File: src/rtl/sgw_pkg.sv
package sgw_pkg;

    localparam int DESC_W = 128;
    localparam int ADDR_W = 64;
    localparam int LEN_W  = 32;
    localparam int CNT_W  = 8;
    localparam int ENTRY_BYTES_LOG2 = 4;

    typedef enum logic [2:0] {
        S_IDLE,
        S_FETCH,
        S_WAIT,
        S_EMIT,
        S_DONE
    } sgw_state_e;

    localparam logic [7:0] CODE_OK       = 8'd0;
    localparam logic [7:0] CODE_ALIGN    = 8'd1;
    localparam logic [7:0] CODE_EXCESS   = 8'd14;
    localparam logic [7:0] CODE_BAD_DESC = 8'd30;
    localparam logic [7:0] CODE_OVERFLOW = 8'd33;

    typedef struct packed {
        logic [CNT_W-1:0]  cnt;
        logic [LEN_W-1:0]  len;
        logic [ADDR_W-1:0] addr;
    } sgw_desc_t;

endpackage

File: src/rtl/sgw_desc_unpack.sv
module sgw_desc_unpack
    import sgw_pkg::*;
(
    input  logic [DESC_W-1:0] raw,
    output sgw_desc_t         fields
);
    // Count byte sits at big-endian bits 16..23 of the first word.
    localparam int CNT_LSB = DESC_W - 1 - 23;
    localparam int LEN_LSB = ADDR_W;

    logic unused_rsvd;
    assign unused_rsvd = ^{raw[DESC_W-1:CNT_LSB+CNT_W], raw[LEN_LSB+LEN_W+7:LEN_LSB+LEN_W]};

    assign fields.cnt  = raw[CNT_LSB +: CNT_W];
    assign fields.len  = raw[LEN_LSB +: LEN_W];
    assign fields.addr = raw[0 +: ADDR_W];
endmodule

File: src/rtl/sgw_len_tracker.sv
module sgw_len_tracker #(
    parameter int LEN_W = 32,
    parameter int IDX_W = 9
) (
    input  logic             clk,
    input  logic             rst_n,
    input  logic             clear,
    input  logic [LEN_W-1:0] total_in,
    input  logic             add,
    input  logic [LEN_W-1:0] add_len,
    output logic             would_exceed,
    output logic             falls_short
);
    localparam int SUM_W = LEN_W + IDX_W;

    logic [SUM_W-1:0] sum_q;
    logic [LEN_W-1:0] total_q;
    logic [SUM_W-1:0] sum_next;

    assign sum_next     = sum_q + SUM_W'(add_len);
    assign would_exceed = sum_next > SUM_W'(total_q);
    assign falls_short  = sum_q < SUM_W'(total_q);

    always_ff @(posedge clk) begin
        if (!rst_n) begin
            sum_q   <= '0;
            total_q <= '0;
        end else if (clear) begin
            sum_q   <= '0;
            total_q <= total_in;
        end else if (add) begin
            sum_q   <= sum_next;
        end
    end
endmodule

File: src/rtl/sg_list_walker.sv
module sg_list_walker
    import sgw_pkg::*;
#(
    parameter int MAX_ENTRIES = 256
) (
    input  logic               clk,
    input  logic               rst_n,
    input  logic               start,
    input  logic [127:0]       desc_in,
    output logic               mem_req_valid,
    input  logic               mem_req_ready,
    output logic [63:0]        mem_req_addr,
    input  logic               mem_rsp_valid,
    input  logic [127:0]       mem_rsp_data,
    output logic               seg_valid,
    input  logic               seg_ready,
    output logic [63:0]        seg_addr,
    output logic [31:0]        seg_len,
    output logic               done,
    output logic [7:0]         done_code
);
    localparam int IDX_W = $clog2(MAX_ENTRIES + 1);

    sgw_state_e        state_q, state_d;
    sgw_desc_t         start_f, rsp_f;
    logic [ADDR_W-1:0] base_q;
    logic [IDX_W-1:0]  cnt_q, idx_q;
    logic              direct_q;
    logic [ADDR_W-1:0] seg_addr_q;
    logic [LEN_W-1:0]  seg_len_q;
    logic [7:0]        code_q, code_d;
    logic              would_exceed, falls_short;
    logic              take_start, take_entry, last_entry;

    sgw_desc_unpack u_unpack_start (.raw(desc_in),      .fields(start_f));
    sgw_desc_unpack u_unpack_rsp   (.raw(mem_rsp_data), .fields(rsp_f));

    assign take_start = (state_q == S_IDLE) && start;
    assign take_entry = (state_q == S_WAIT) && mem_rsp_valid
                        && (rsp_f.cnt == '0) && !would_exceed;
    assign last_entry = IDX_W'(idx_q + 1'b1) == cnt_q;

    sgw_len_tracker #(.LEN_W(LEN_W), .IDX_W(IDX_W)) u_track (
        .clk          (clk),
        .rst_n        (rst_n),
        .clear        (take_start),
        .total_in     (start_f.len),
        .add          (take_entry),
        .add_len      (rsp_f.len),
        .would_exceed (would_exceed),
        .falls_short  (falls_short)
    );

    // State register
    always_ff @(posedge clk) begin
        if (!rst_n) state_q <= S_IDLE;
        else        state_q <= state_d;
    end

    // Next state and completion code
    always_comb begin
        state_d = state_q;
        code_d  = code_q;
        unique case (state_q)
            S_IDLE: begin
                if (start) begin
                    if (start_f.cnt == '0) begin
                        state_d = S_EMIT;
                        code_d  = CODE_OK;
                    end else if (int'(start_f.cnt) > MAX_ENTRIES) begin
                        state_d = S_DONE;
                        code_d  = CODE_EXCESS;
                    end else if (start_f.addr[ENTRY_BYTES_LOG2-1:0] != '0) begin
                        state_d = S_DONE;
                        code_d  = CODE_ALIGN;
                    end else begin
                        state_d = S_FETCH;
                        code_d  = CODE_OK;
                    end
                end
            end
            S_FETCH: begin
                if (mem_req_ready) state_d = S_WAIT;
            end
            S_WAIT: begin
                if (mem_rsp_valid) begin
                    if (rsp_f.cnt != '0) begin
                        state_d = S_DONE;
                        code_d  = CODE_BAD_DESC;
                    end else if (would_exceed) begin
                        state_d = S_DONE;
                        code_d  = CODE_OVERFLOW;
                    end else begin
                        state_d = S_EMIT;
                    end
                end
            end
            S_EMIT: begin
                if (seg_ready) begin
                    if (direct_q) begin
                        state_d = S_DONE;
                        code_d  = CODE_OK;
                    end else if (last_entry) begin
                        state_d = S_DONE;
                        code_d  = falls_short ? CODE_OVERFLOW : CODE_OK;
                    end else begin
                        state_d = S_FETCH;
                    end
                end
            end
            S_DONE: state_d = S_IDLE;
            default: state_d = S_IDLE;
        endcase
    end

    // Datapath registers
    always_ff @(posedge clk) begin
        if (!rst_n) begin
            base_q     <= '0;
            cnt_q      <= '0;
            idx_q      <= '0;
            direct_q   <= 1'b0;
            seg_addr_q <= '0;
            seg_len_q  <= '0;
            code_q     <= CODE_OK;
        end else begin
            code_q <= code_d;
            if (take_start) begin
                base_q     <= start_f.addr;
                cnt_q      <= IDX_W'(start_f.cnt);
                idx_q      <= '0;
                direct_q   <= (start_f.cnt == '0);
                seg_addr_q <= start_f.addr;
                seg_len_q  <= start_f.len;
            end
            if (take_entry) begin
                seg_addr_q <= rsp_f.addr;
                seg_len_q  <= rsp_f.len;
            end
            if ((state_q == S_EMIT) && seg_ready && !direct_q) begin
                idx_q <= IDX_W'(idx_q + 1'b1);
            end
        end
    end

    // Outputs
    always_comb begin
        mem_req_valid = 1'b0;
        seg_valid     = 1'b0;
        done          = 1'b0;
        unique case (state_q)
            S_IDLE:  ;
            S_FETCH: mem_req_valid = 1'b1;
            S_WAIT:  ;
            S_EMIT:  seg_valid = 1'b1;
            S_DONE:  done = 1'b1;
            default: ;
        endcase
    end

    assign mem_req_addr = base_q + (ADDR_W'(idx_q) << ENTRY_BYTES_LOG2);
    assign seg_addr     = seg_addr_q;
    assign seg_len      = seg_len_q;
    assign done_code    = code_q;

endmodule

File: config.mk
export PLATFORM = sky130hd
export DESIGN_NAME = sg_list_walker
export DESIGN_NICKNAME = d
export VERILOG_FILES = /design/src/rtl/sgw_pkg.sv /design/src/rtl/sgw_desc_unpack.sv /design/src/rtl/sgw_len_tracker.sv /design/src/rtl/sg_list_walker.sv
export SDC_FILE = /design/constraint.sdc
export NUM_CORES = 1
export LEC_CHECK = 0
export CORE_ASPECT_RATIO = 0.75
export CORE_MARGIN = 3
export CORE_UTILIZATION = 45
export CTS_CLUSTER_DIAMETER = 40
export CTS_CLUSTER_SIZE = 25
export DETAILED_ROUTE_END_ITERATION = 7
export DONT_BUFFER_PORTS = 1
export PLACE_DENSITY_LB_ADDON = 0.15
export SLEW_MARGIN = 20
export SYNTH_ARGS = -nofsm -noshare
export SYNTH_HDL_FRONTEND = slang
export SYNTH_SLANG_ARGS = --single-unit
File: constraint.sdc
create_clock -name clk -period 7.1 [get_ports clk]
set_input_delay 1.42 -clock clk [delete_from_list [all_inputs] [get_ports clk]]
set_output_delay 1.42 -clock clk [all_outputs]
set_load 0.01 [all_outputs]
==> results.py, run 1 <==
metrics = {
    "timing": {
        "tns_ps": 0,
        "min_period_over_period_pct": 92.5,
        "period_minus_slack_ps": 6560,
        "setup_violations": 0,
        "hold_viol": 0,
        "fmax_ghz": 0.152,
        "skew_ps": 25.6,
        "tightest_slew_ps": 1090,
        "rsz0062_at_grt": "no",
        "maxSlewViolCount": 0,
        "slew_headroom_pct": 27.1,
    },
    "drt": {
        "vias": 14620,
        "vias_per_cell": 5.62,
        "wirelength_um": 49600,
        "avgRoutedWirePerCell_um": 19.1,
        "drc": 0,
        "drt_iter0_markers": 1083,
        "drtAntennaViolNets": 0,
        "first_pass_iters": 5,
    },
    "cells_and_area": {
        "drive_gt1_share_pct": 6.21,
        "multiInputGateArea_um2": 10300,
        "area_delta_synth_final_pct": 9.37,
        "finalNetCount": 2480,
        "nFillCells": 3478,
        "final-instance-count-excl-fill": 2601,
        "seq_area_um2": 5140,
    },
    "pwr": {
        "ir_drop_mv": 0.175,
        "cellLeakagePower_nw": 7.36,
        "power_density_nw_per_um2": 219,
    },
    "placement": {
        "numPortBuffers": 0,
        "place.gp.congestion": 0.936,
        "dp_hpwl_um": 37800,
        "dp.cells": 2528,
    },
    "clock_tree": {
        "clkTransAtPathRegs_ps": 60,
        "cts_tree": "done",
        "cts.sinks": 257,
        "htree_levels": 2,
        "post_cts_resize_count": 0,
        "cts_buffer_depth": 3,
        "hold_buffers": 0,
        "postCtsSetupBuffers": 0,
        "clk_latency_ps": 540,
        "numCtsBuffers": 38,
        "cts_root_buf": "clkbuf_16",
    },
    "yosys": {
        "yosys_warnings": 0,
        "synth_flop_cell": "dfxtp_1",
        "ys_seq_area_share_pct": 31.3,
        "synth.distinct_cells": 76,
        "ys_seq_elements": 257,
        "syn_area_um2": 16400,
        "async_flop_share_pct": 0,
        "postSynthCellCount": 2160,
        "synth_area_per_cell_um2": 7.61,
        "synth_edf_count": 0,
    },
    "worst_setup_path": {
        "reg2reg_from": "u_track.sum_q[0]$_SDFFE_PP0P_",
        "arrival_ps": 7000,
        "cp_max_fo": 19,
        "endpoint_kind": "flop",
        "required_ps": 7540,
        "r2r_slack_ps": 1090,
        "worstSetupPathType": "in -> reg",
        "cp-start-kind": "input port",
        "startpoint": "mem_rsp_data[64]",
    },
    "floorplanning": {
        "core.rowCount": 59,
        "dieArea_um2": 38900,
        "core_um2": 35400,
        "initial_core_util_pct": 46.5,
        "io_pins": 433,
        "die_w_um": 227,
        "die-height_um": 172,
    },
    "global_route": {
        "grt_max_degree": 319,
        "grt_pass1_vias": 13413,
        "antenna_found_initial": 0,
        "globalRouteOverflowTotal": 0,
        "grt_pass1_wl_um": 75700,
        "grt_usage_pct": 24.5,
    },
    "hold_path": {
        "worstHoldStart": "u_track.total_q[20]$_SDFFE_PN0P_",
        "holdCritPathClass": "reg -> reg",
    },
    "run_status": {
        "status": "complete, no violations",
    },
    "flow_run": {
        "cap_viol_max_count": 0,
    },
}
-- per-stage QoR --
step                      instance area [um2]  utilization (%)  total power [mW]  worst slack (ps)  hold slack (ps)
after floorplan                         16400                -              1.95              1430              443
after global placement                  16700             47.1              2.03               334              451
after detailed placement                16700             47.1              2.04               281              455
after CTS                               18000             50.8              3.98               804              463
after global routing                    18000             50.8              4.12               349              489
final                                   18000             50.9              3.94               536              463
-- worst max-delay path, cell delays in order --
cell	delay (ps)
ha_1	220
inv_1	80
fa_1	210
nand2b_1	150
a21oi_1	100
o211a_1	280
o21a_1	200
o311ai_0	770
buf_4	270
a211oi_1	70
a211oi_1	350
ha_1	320
a211o_1	300
nor3_1	220
buf_4	170
nand2_1	60
o31ai_1	370
nand4_1	230
nor4_4	310
and3_4	270
buf_12	160
buf_12	200
mux2i_1	230
-- final cells by class --
type                    instances  share of cell area [%]
clock inverters                25                    1.47
multi-input cells            1720                    57.5
diodes                          4                  0.0557
flip-flops and latches        257                    28.6
well taps                     457                    3.18
inverters                      60                    1.25
repair buffers                 34                    2.14
clock buffers                  44                    5.75
-- registers in the layout, summed over array words and instances (netlist names) --
name             cells
base_q              64
direct_q             1
cnt_q                8
u_track.total_q     32
done_code            3
idx_q                9
u_track.sum_q       41
seg_len             32
seg_addr            64
state_q              3
-- synthesized netlist by cell type (22+ instances only) --
cell type  count  share of area [%]
mux2i_1      129                7.9
nand4_1       27                1.0
nor2_1        71                1.6
nand2_1      756                 17
a21oi_1       71                2.2
nand3_1       44                1.3
inv_1         60                1.4
o21ai_0       48                1.5
clkbuf_1      82                1.9
dfxtp_1      257                 31
nor3_1        22               0.67
xor2_1        36                1.9
xnor2_1       63                3.4
ha_1         105                8.0
a21boi_0     112                5.1
-- worst paths after layout --
path                                                         end  depth (start not counted)
worst max register to register         seg_addr[38]$_SDFFE_PN0P_                         23
worst min register to register  u_track.total_q[20]$_SDFFE_PN0P_                          2
worst max-delay path                   seg_addr[38]$_SDFFE_PN0P_                         23
worst min-delay path            u_track.total_q[20]$_SDFFE_PN0P_                          2
-- cell usage in the layout, fill, tap and decap left out, types with 5 or more instances in the layout --
cell	count
a211oi_1	16
a21boi_0	112
a21o_1	10
a21oi_1	71
a31o_2	5
a31oi_1	10
and2_1	8
and3_1	15
and4_1	7
buf_12	10
buf_4	23
clkbuf_16	39
dfxtp_1	257
ha_1	105
inv_1	60
inv_6	10
mux2i_1	129
nand2_1	756
nand2b_1	6
nand3_1	44
nand4_1	27
nor2_1	71
nor2b_1	13
nor3_1	22
nor3b_1	11
nor4_1	15
o211a_1	7
o211ai_1	12
o21a_1	11
o21ai_0	48
o21ai_1	9
o21bai_1	5
o31ai_1	5
or3_1	7
xnor2_1	63
xor2_1	36
-- logic make-up (layout without fill, tap and decap cells) --
group	count (synthesis)	count (layout)	synth area share, %
other	1	6	0.0228
and+or+nand+nor	1025	1025	26.5
adders and majority gates	107	107	8.23
muxes	130	130	7.92
xor gates and xnor gates	99	99	5.27
buffers and inverters	184	163	5.93
DFF	257	257	31.3
AOI/OAI and AO/OA	357	357	14.9
-- metal layers --
| metal | vias up | global-route usage (%) | wire length [um] |
|---|---|---|---|
| met5 | - | 0 | 0 |
| met4 | 0 | 5.68 | 904 |
| met3 | 63 | 7.23 | 4850 |
| met2 | 527 | 35.8 | 20400 |
| met1 | 6788 | 35.5 | 23400 |
| li1 | 7242 | - | - |
-- power breakdown --
group | internal (mW) | switching (mW) | total [mW]
clock | 1.15 | 0.769 | 1.92
combinational | 0.150 | 0.267 | 0.417
sequential | 1.52 | 0.0800 | 1.60
Power figures use the tool's default switching activity.
==> inputs of run 2 (changes only) <==
Settings changed: REMOVE_ABC_BUFFERS set to 1.
==> results.py, run 2 (synthesized netlist as in run 1, its figures left out) <==
metrics = {
    "run_status": {
        "status": "complete, no violations",
    },
    "clock_tree": {
        "postCtsSetupBuffers": 0,
        "cts_tree": "done",
        "post_cts_resize_count": 0,
        "clkTransAtPathRegs_ps": 50,
        "htree_levels": 2,
        "cts_root_buf": "clkbuf_16",
        "numCtsBuffers": 38,
        "cts.sinks": 257,
        "cts_buffer_depth": 3,
        "hold_buffers": 0,
        "clk_latency_ps": 520,
    },
    "worst_setup_path": {
        "worstSetupPathType": "in -> reg",
        "arrival_ps": 6580,
        "rr_worst_depth": 25,
        "r2r_slack_ps": 1490,
        "cp_max_fo": 12,
        "required_ps": 7530,
        "cp-start-kind": "input port",
        "reg2reg_from": "u_track.sum_q[0]$_SDFFE_PP0P_",
        "endpoint_kind": "flop",
        "rr_endpoint": "seg_addr[47]$_SDFFE_PN0P_",
    },
    "cells_and_area": {
        "drive_gt1_share_pct": 6.42,
        "final_cell_mix": "nand2_1 (756), dfxtp_1 (257), mux2i_1 (129)",
        "finalNetCount": 2488,
        "area_delta_synth_final_pct": 10.2,
        "layout_commonest_cell": "nand2_1",
        "fin_area_um2": 18100,
        "antenna_cells": 0,
    },
    "global_route": {
        "grt_max_degree": 319,
        "globalRouteOverflowTotal": 0,
        "antenna_found_initial": 0,
        "grt_pass1_wl_um": 77400,
        "grt_pass1_vias": 13796,
        "grt_usage_pct": 24.9,
    },
    "timing": {
        "fmax_ghz": 0.163,
        "min_period_over_period_pct": 86.6,
        "slew_headroom_pct": 27.2,
        "tightest_slew_ps": 1090,
        "hold_viol": 0,
        "setup_violations": 0,
        "rsz0062_at_grt": "no",
        "maxSlewViolCount": 0,
        "skew_ps": 20.1,
        "period_minus_slack_ps": 6150,
    },
    "flow_run": {
        "cap_viol_max_count": 0,
    },
    "floorplanning": {
        "die-height_um": 172,
        "core.rowCount": 59,
        "initial_core_util_pct": 46.5,
        "io_pins": 433,
        "die_w_um": 227,
        "core_um2": 35400,
        "dieArea_um2": 38900,
    },
    "drt": {
        "drtAntennaViolNets": 0,
        "vias": 14599,
        "drc": 0,
        "vias_per_cell": 5.60,
        "drt_iter0_markers": 886,
        "avgRoutedWirePerCell_um": 19.2,
        "wirelength_um": 49900,
        "first_pass_iters": 5,
    },
    "pwr": {
        "cellLeakagePower_nw": 7.46,
        "power_density_nw_per_um2": 224,
        "clockPowerShare_pct": 50.5,
        "p_switching_mw": 1.08,
        "p_seq_share_pct": 39.3,
        "p_int_mw": 2.99,
        "ir_drop_mv": 0.143,
        "combinationalPowerShare_pct": 10.2,
        "switching_share_pct": 26.5,
        "power_mw": 4.07,
    },
    "hold_path": {
        "holdPathStages": 2,
        "worstHoldStart": "u_track.total_q[4]$_SDFFE_PN0P_",
        "min_delay_worst_endpoint": "u_track.total_q[4]$_SDFFE_PN0P_",
        "holdCritPathClass": "reg -> reg",
    },
    "placement": {
        "place.gp.congestion": 0.930,
        "dpl_cell_area_um2": 16700,
        "dp_hpwl_um": 37800,
        "numPortBuffers": 0,
    },
}
## run 2: worst max-delay path by stage
stage                startpoint                        end  slack, ps  cells past startpoint
6_report       mem_rsp_data[64]  seg_addr[47]$_SDFFE_PN0P_        950                     25
5_1_grt        mem_rsp_data[64]   seg_addr[4]$_SDFFE_PN0P_        470                     24
4_1_cts        mem_rsp_data[64]  seg_addr[47]$_SDFFE_PN0P_        960                     24
3_5_place_dp   mem_rsp_data[64]  seg_addr[47]$_SDFFE_PN0P_        410                     24
3_3_place_gp   mem_rsp_data[64]  seg_addr[58]$_SDFFE_PN0P_        550                     24
2_1_floorplan             start   seg_addr[0]$_SDFFE_PN0P_      -2760                      5
## run 2: routing by layer
layer | up-vias | share of wire, % | track usage [%]
met2 | 446 | 42 | 37.3
li1 | 7243 | - | -
met4 | 0 | 1.6 | 5.13
met1 | 6849 | 49 | 36.2
met3 | 61 | 7.7 | 6.19
met5 | - | 0 | 0
## run 2: power groups by stage
stage / clock network, mW / logic, mW / registers [mW]
2_1_floorplan: 0 / 0.315 / 1.61
3_3_place_gp: 0 / 0.404 / 1.63
3_5_place_dp: 0 / 0.413 / 1.63
4_1_cts: 2.09 / 0.417 / 1.60
5_1_grt: 2.17 / 0.474 / 1.61
6_report: 2.05 / 0.416 / 1.60
## run 2: through the flow
stage / instances / utilization [%] / hold WS, ps / setup slack [ps] / TNS (ps)
2_1_floorplan: 2037 / - / 443 / -2760 / -653940
3_3_place_gp: 2536 / 47.3 / 452 / 547 / 0
3_5_place_dp: 2536 / 47.3 / 457 / 406 / 0
4_1_cts: 2605 / 51.3 / 465 / 955 / 0
5_1_grt: 2605 / 51.3 / 484 / 474 / 0
6_report: 2605 / 51.3 / 461 / 954 / 0
## run 2: final cells by class
| type | count | area (um2) |
|---|---|---|
| clock buffers | 50 | 1100 |
| clock inverters | 19 | 292 |
| fillers | 3443 | 17200 |
| inverters | 60 | 225 |
| multi-input cells | 1720 | 10300 |
| flip-flops and latches | 257 | 5140 |
| well taps | 457 | 572 |
| repair buffers | 42 | 453 |
## run 2: critical path: stages
cell      delay (ps)
ha_1             180
inv_1             70
fa_1             420
nand2b_1         180
a21oi_1          200
o211a_1          250
o21a_1           160
o311ai_0         160
buf_4            210
a21o_1           170
nand2_1          140
xor2_1           210
ha_1             290
a21oi_1          180
o21ai_0          250
nor3_1           260
nand2_1           70
o31ai_1          240
buf_4            170
nand4_1          150
nor4_4           300
and3_4           290
buf_12           180
buf_12           160
mux2i_1          220
==> inputs of run 3 (changes only) <==
Settings changed: MAX_ROUTING_LAYER set to met4, PLACE_DENSITY_LB_ADDON 0.15 to not set.
==> results.py, run 3 (synthesized netlist as in run 1, its figures left out) <==
metrics = {
    "cells_and_area": {
        "layout_commonest_cell": "nand2_1",
        "drive_gt1_share_pct": 6.52,
        "area_delta_synth_final_pct": 10.1,
        "fin_area_um2": 18100,
        "antenna_cells": 0,
        "finalNetCount": 2484,
        "final_cell_mix": "nand2_1 (756), dfxtp_1 (257), mux2i_1 (129)",
    },
    "placement": {
        "numPortBuffers": 0,
        "pre_cts_ws_ps": 491,
        "dpl_cell_area_um2": 16700,
        "dp_hpwl_um": 37100,
        "place.gp.congestion": 0.881,
    },
    "worst_setup_path": {
        "cp-start-kind": "input port",
        "r2r_slack_ps": 1430,
        "required_ps": 7550,
        "worst-path-buf-inv": 5,
        "crit_path_max_incr_delay_ps": 500,
        "critPathSlowestCell": "o311ai_0",
        "crit_family": "compound AO/OA/AOI/OAI gates",
        "arrival_ps": 6660,
        "endpoint_kind": "flop",
        "cp_max_fo": 10,
        "worstSetupPathType": "in -> reg",
    },
    "floorplanning": {
        "initial_core_util_pct": 46.5,
        "io_pins": 433,
        "dieArea_um2": 38900,
        "core_um2": 35400,
        "die-height_um": 172,
        "core.rowCount": 59,
        "die_w_um": 227,
    },
    "pwr": {
        "combinationalPowerShare_pct": 10.3,
        "power_mw": 4.04,
        "clockPowerShare_pct": 50.2,
        "switching_share_pct": 28.2,
        "ir_drop_mv": 0.170,
        "cellLeakagePower_nw": 7.40,
        "p_seq_share_pct": 39.5,
        "p_int_mw": 2.90,
        "power_density_nw_per_um2": 223,
        "p_switching_mw": 1.14,
    },
    "drt": {
        "drtAntennaViolNets": 0,
        "vias": 14725,
        "vias_per_cell": 5.65,
        "drc": 0,
        "first_pass_iters": 5,
        "drt_iter0_markers": 1064,
        "wirelength_um": 49600,
        "avgRoutedWirePerCell_um": 19.1,
    },
    "hold_path": {
        "holdCritPathClass": "reg -> reg",
    },
    "timing": {
        "setup_violations": 0,
        "skew_ps": 17.7,
        "tns_ps": 0,
        "fmax_ghz": 0.161,
        "setup_slack_ps": 882,
        "maxSlewViolCount": 0,
        "rsz0062_at_grt": "no",
        "tightest_slew_ps": 1040,
        "period_minus_slack_ps": 6220,
        "slew_headroom_pct": 30.5,
        "hold_viol": 0,
        "min_period_over_period_pct": 87.6,
        "whs_ps": 463,
    },
    "global_route": {
        "grt_max_degree": 319,
        "grt_pass1_vias": 13839,
        "globalRouteOverflowTotal": 0,
        "grt_usage_pct": 25.3,
        "grt_pass1_wl_um": 76700,
        "antenna_found_initial": 0,
    },
    "clock_tree": {
        "cts_tree": "done",
        "htree_levels": 2,
        "numCtsBuffers": 40,
        "post_cts_resize_count": 0,
        "clkTransAtPathRegs_ps": 60,
        "cts_root_buf": "clkbuf_16",
        "hold_buffers": 0,
        "postCtsSetupBuffers": 0,
        "cts.sinks": 257,
        "clk_latency_ps": 540,
        "cts_buffer_depth": 3,
    },
    "flow_run": {
        "cap_viol_max_count": 0,
    },
    "run_status": {
        "status": "complete, no violations",
    },
}
## run 3: power by group through the flow
stage / clock network, mW / logic [mW] / registers (mW)
finish: 2.03 / 0.417 / 1.60
global route: 2.15 / 0.472 / 1.61
CTS: 2.08 / 0.417 / 1.60
detailed placement: 0 / 0.414 / 1.63
global placement: 0 / 0.403 / 1.63
floorplan: 0 / 0.315 / 1.61
## run 3: worst paths after layout
check                                                      start                                to  depth (start not counted)
worst min register to register  u_track.total_q[18]$_SDFFE_PN0P_  u_track.total_q[18]$_SDFFE_PN0P_                          2
worst max register to register     u_track.sum_q[0]$_SDFFE_PP0P_          seg_len[22]$_SDFFE_PN0P_                         25
worst max-delay path                            mem_rsp_data[64]          seg_len[22]$_SDFFE_PN0P_                         25
worst min-delay path            u_track.total_q[18]$_SDFFE_PN0P_  u_track.total_q[18]$_SDFFE_PN0P_                          2
## run 3: final cells by class
cell class | instances | area (um2)
Tap cell | 457 | 572
Fill cell | 3486 | 17300
Multi-Input combinational cell | 1720 | 10300
Inverter | 60 | 225
Sequential cell | 257 | 5140
Clock buffer | 43 | 1040
Clock inverter | 31 | 338
Timing Repair Buffer | 36 | 433
## run 3: metrics by stage
stage | std cells | util, %
floorplan | 2037 | -
global placement | 2530 | 47.3
detailed placement | 2530 | 47.3
CTS | 2604 | 51.2
global route | 2604 | 51.2
finish | 2604 | 51.2
## run 3: metal layers
layer	up-vias	share of wire [%]	track usage [%]
met5	-	0	-
met3	82	8.4	5.87
li1	7259	-	-
met4	0	2.0	5.40
met1	6878	47	35.2
met2	506	42	37.6
## run 3: worst min-delay path: stages (launching register included)
cell	delay, ps
dfxtp_1	310
nand2_1	50
a21boi_0	60
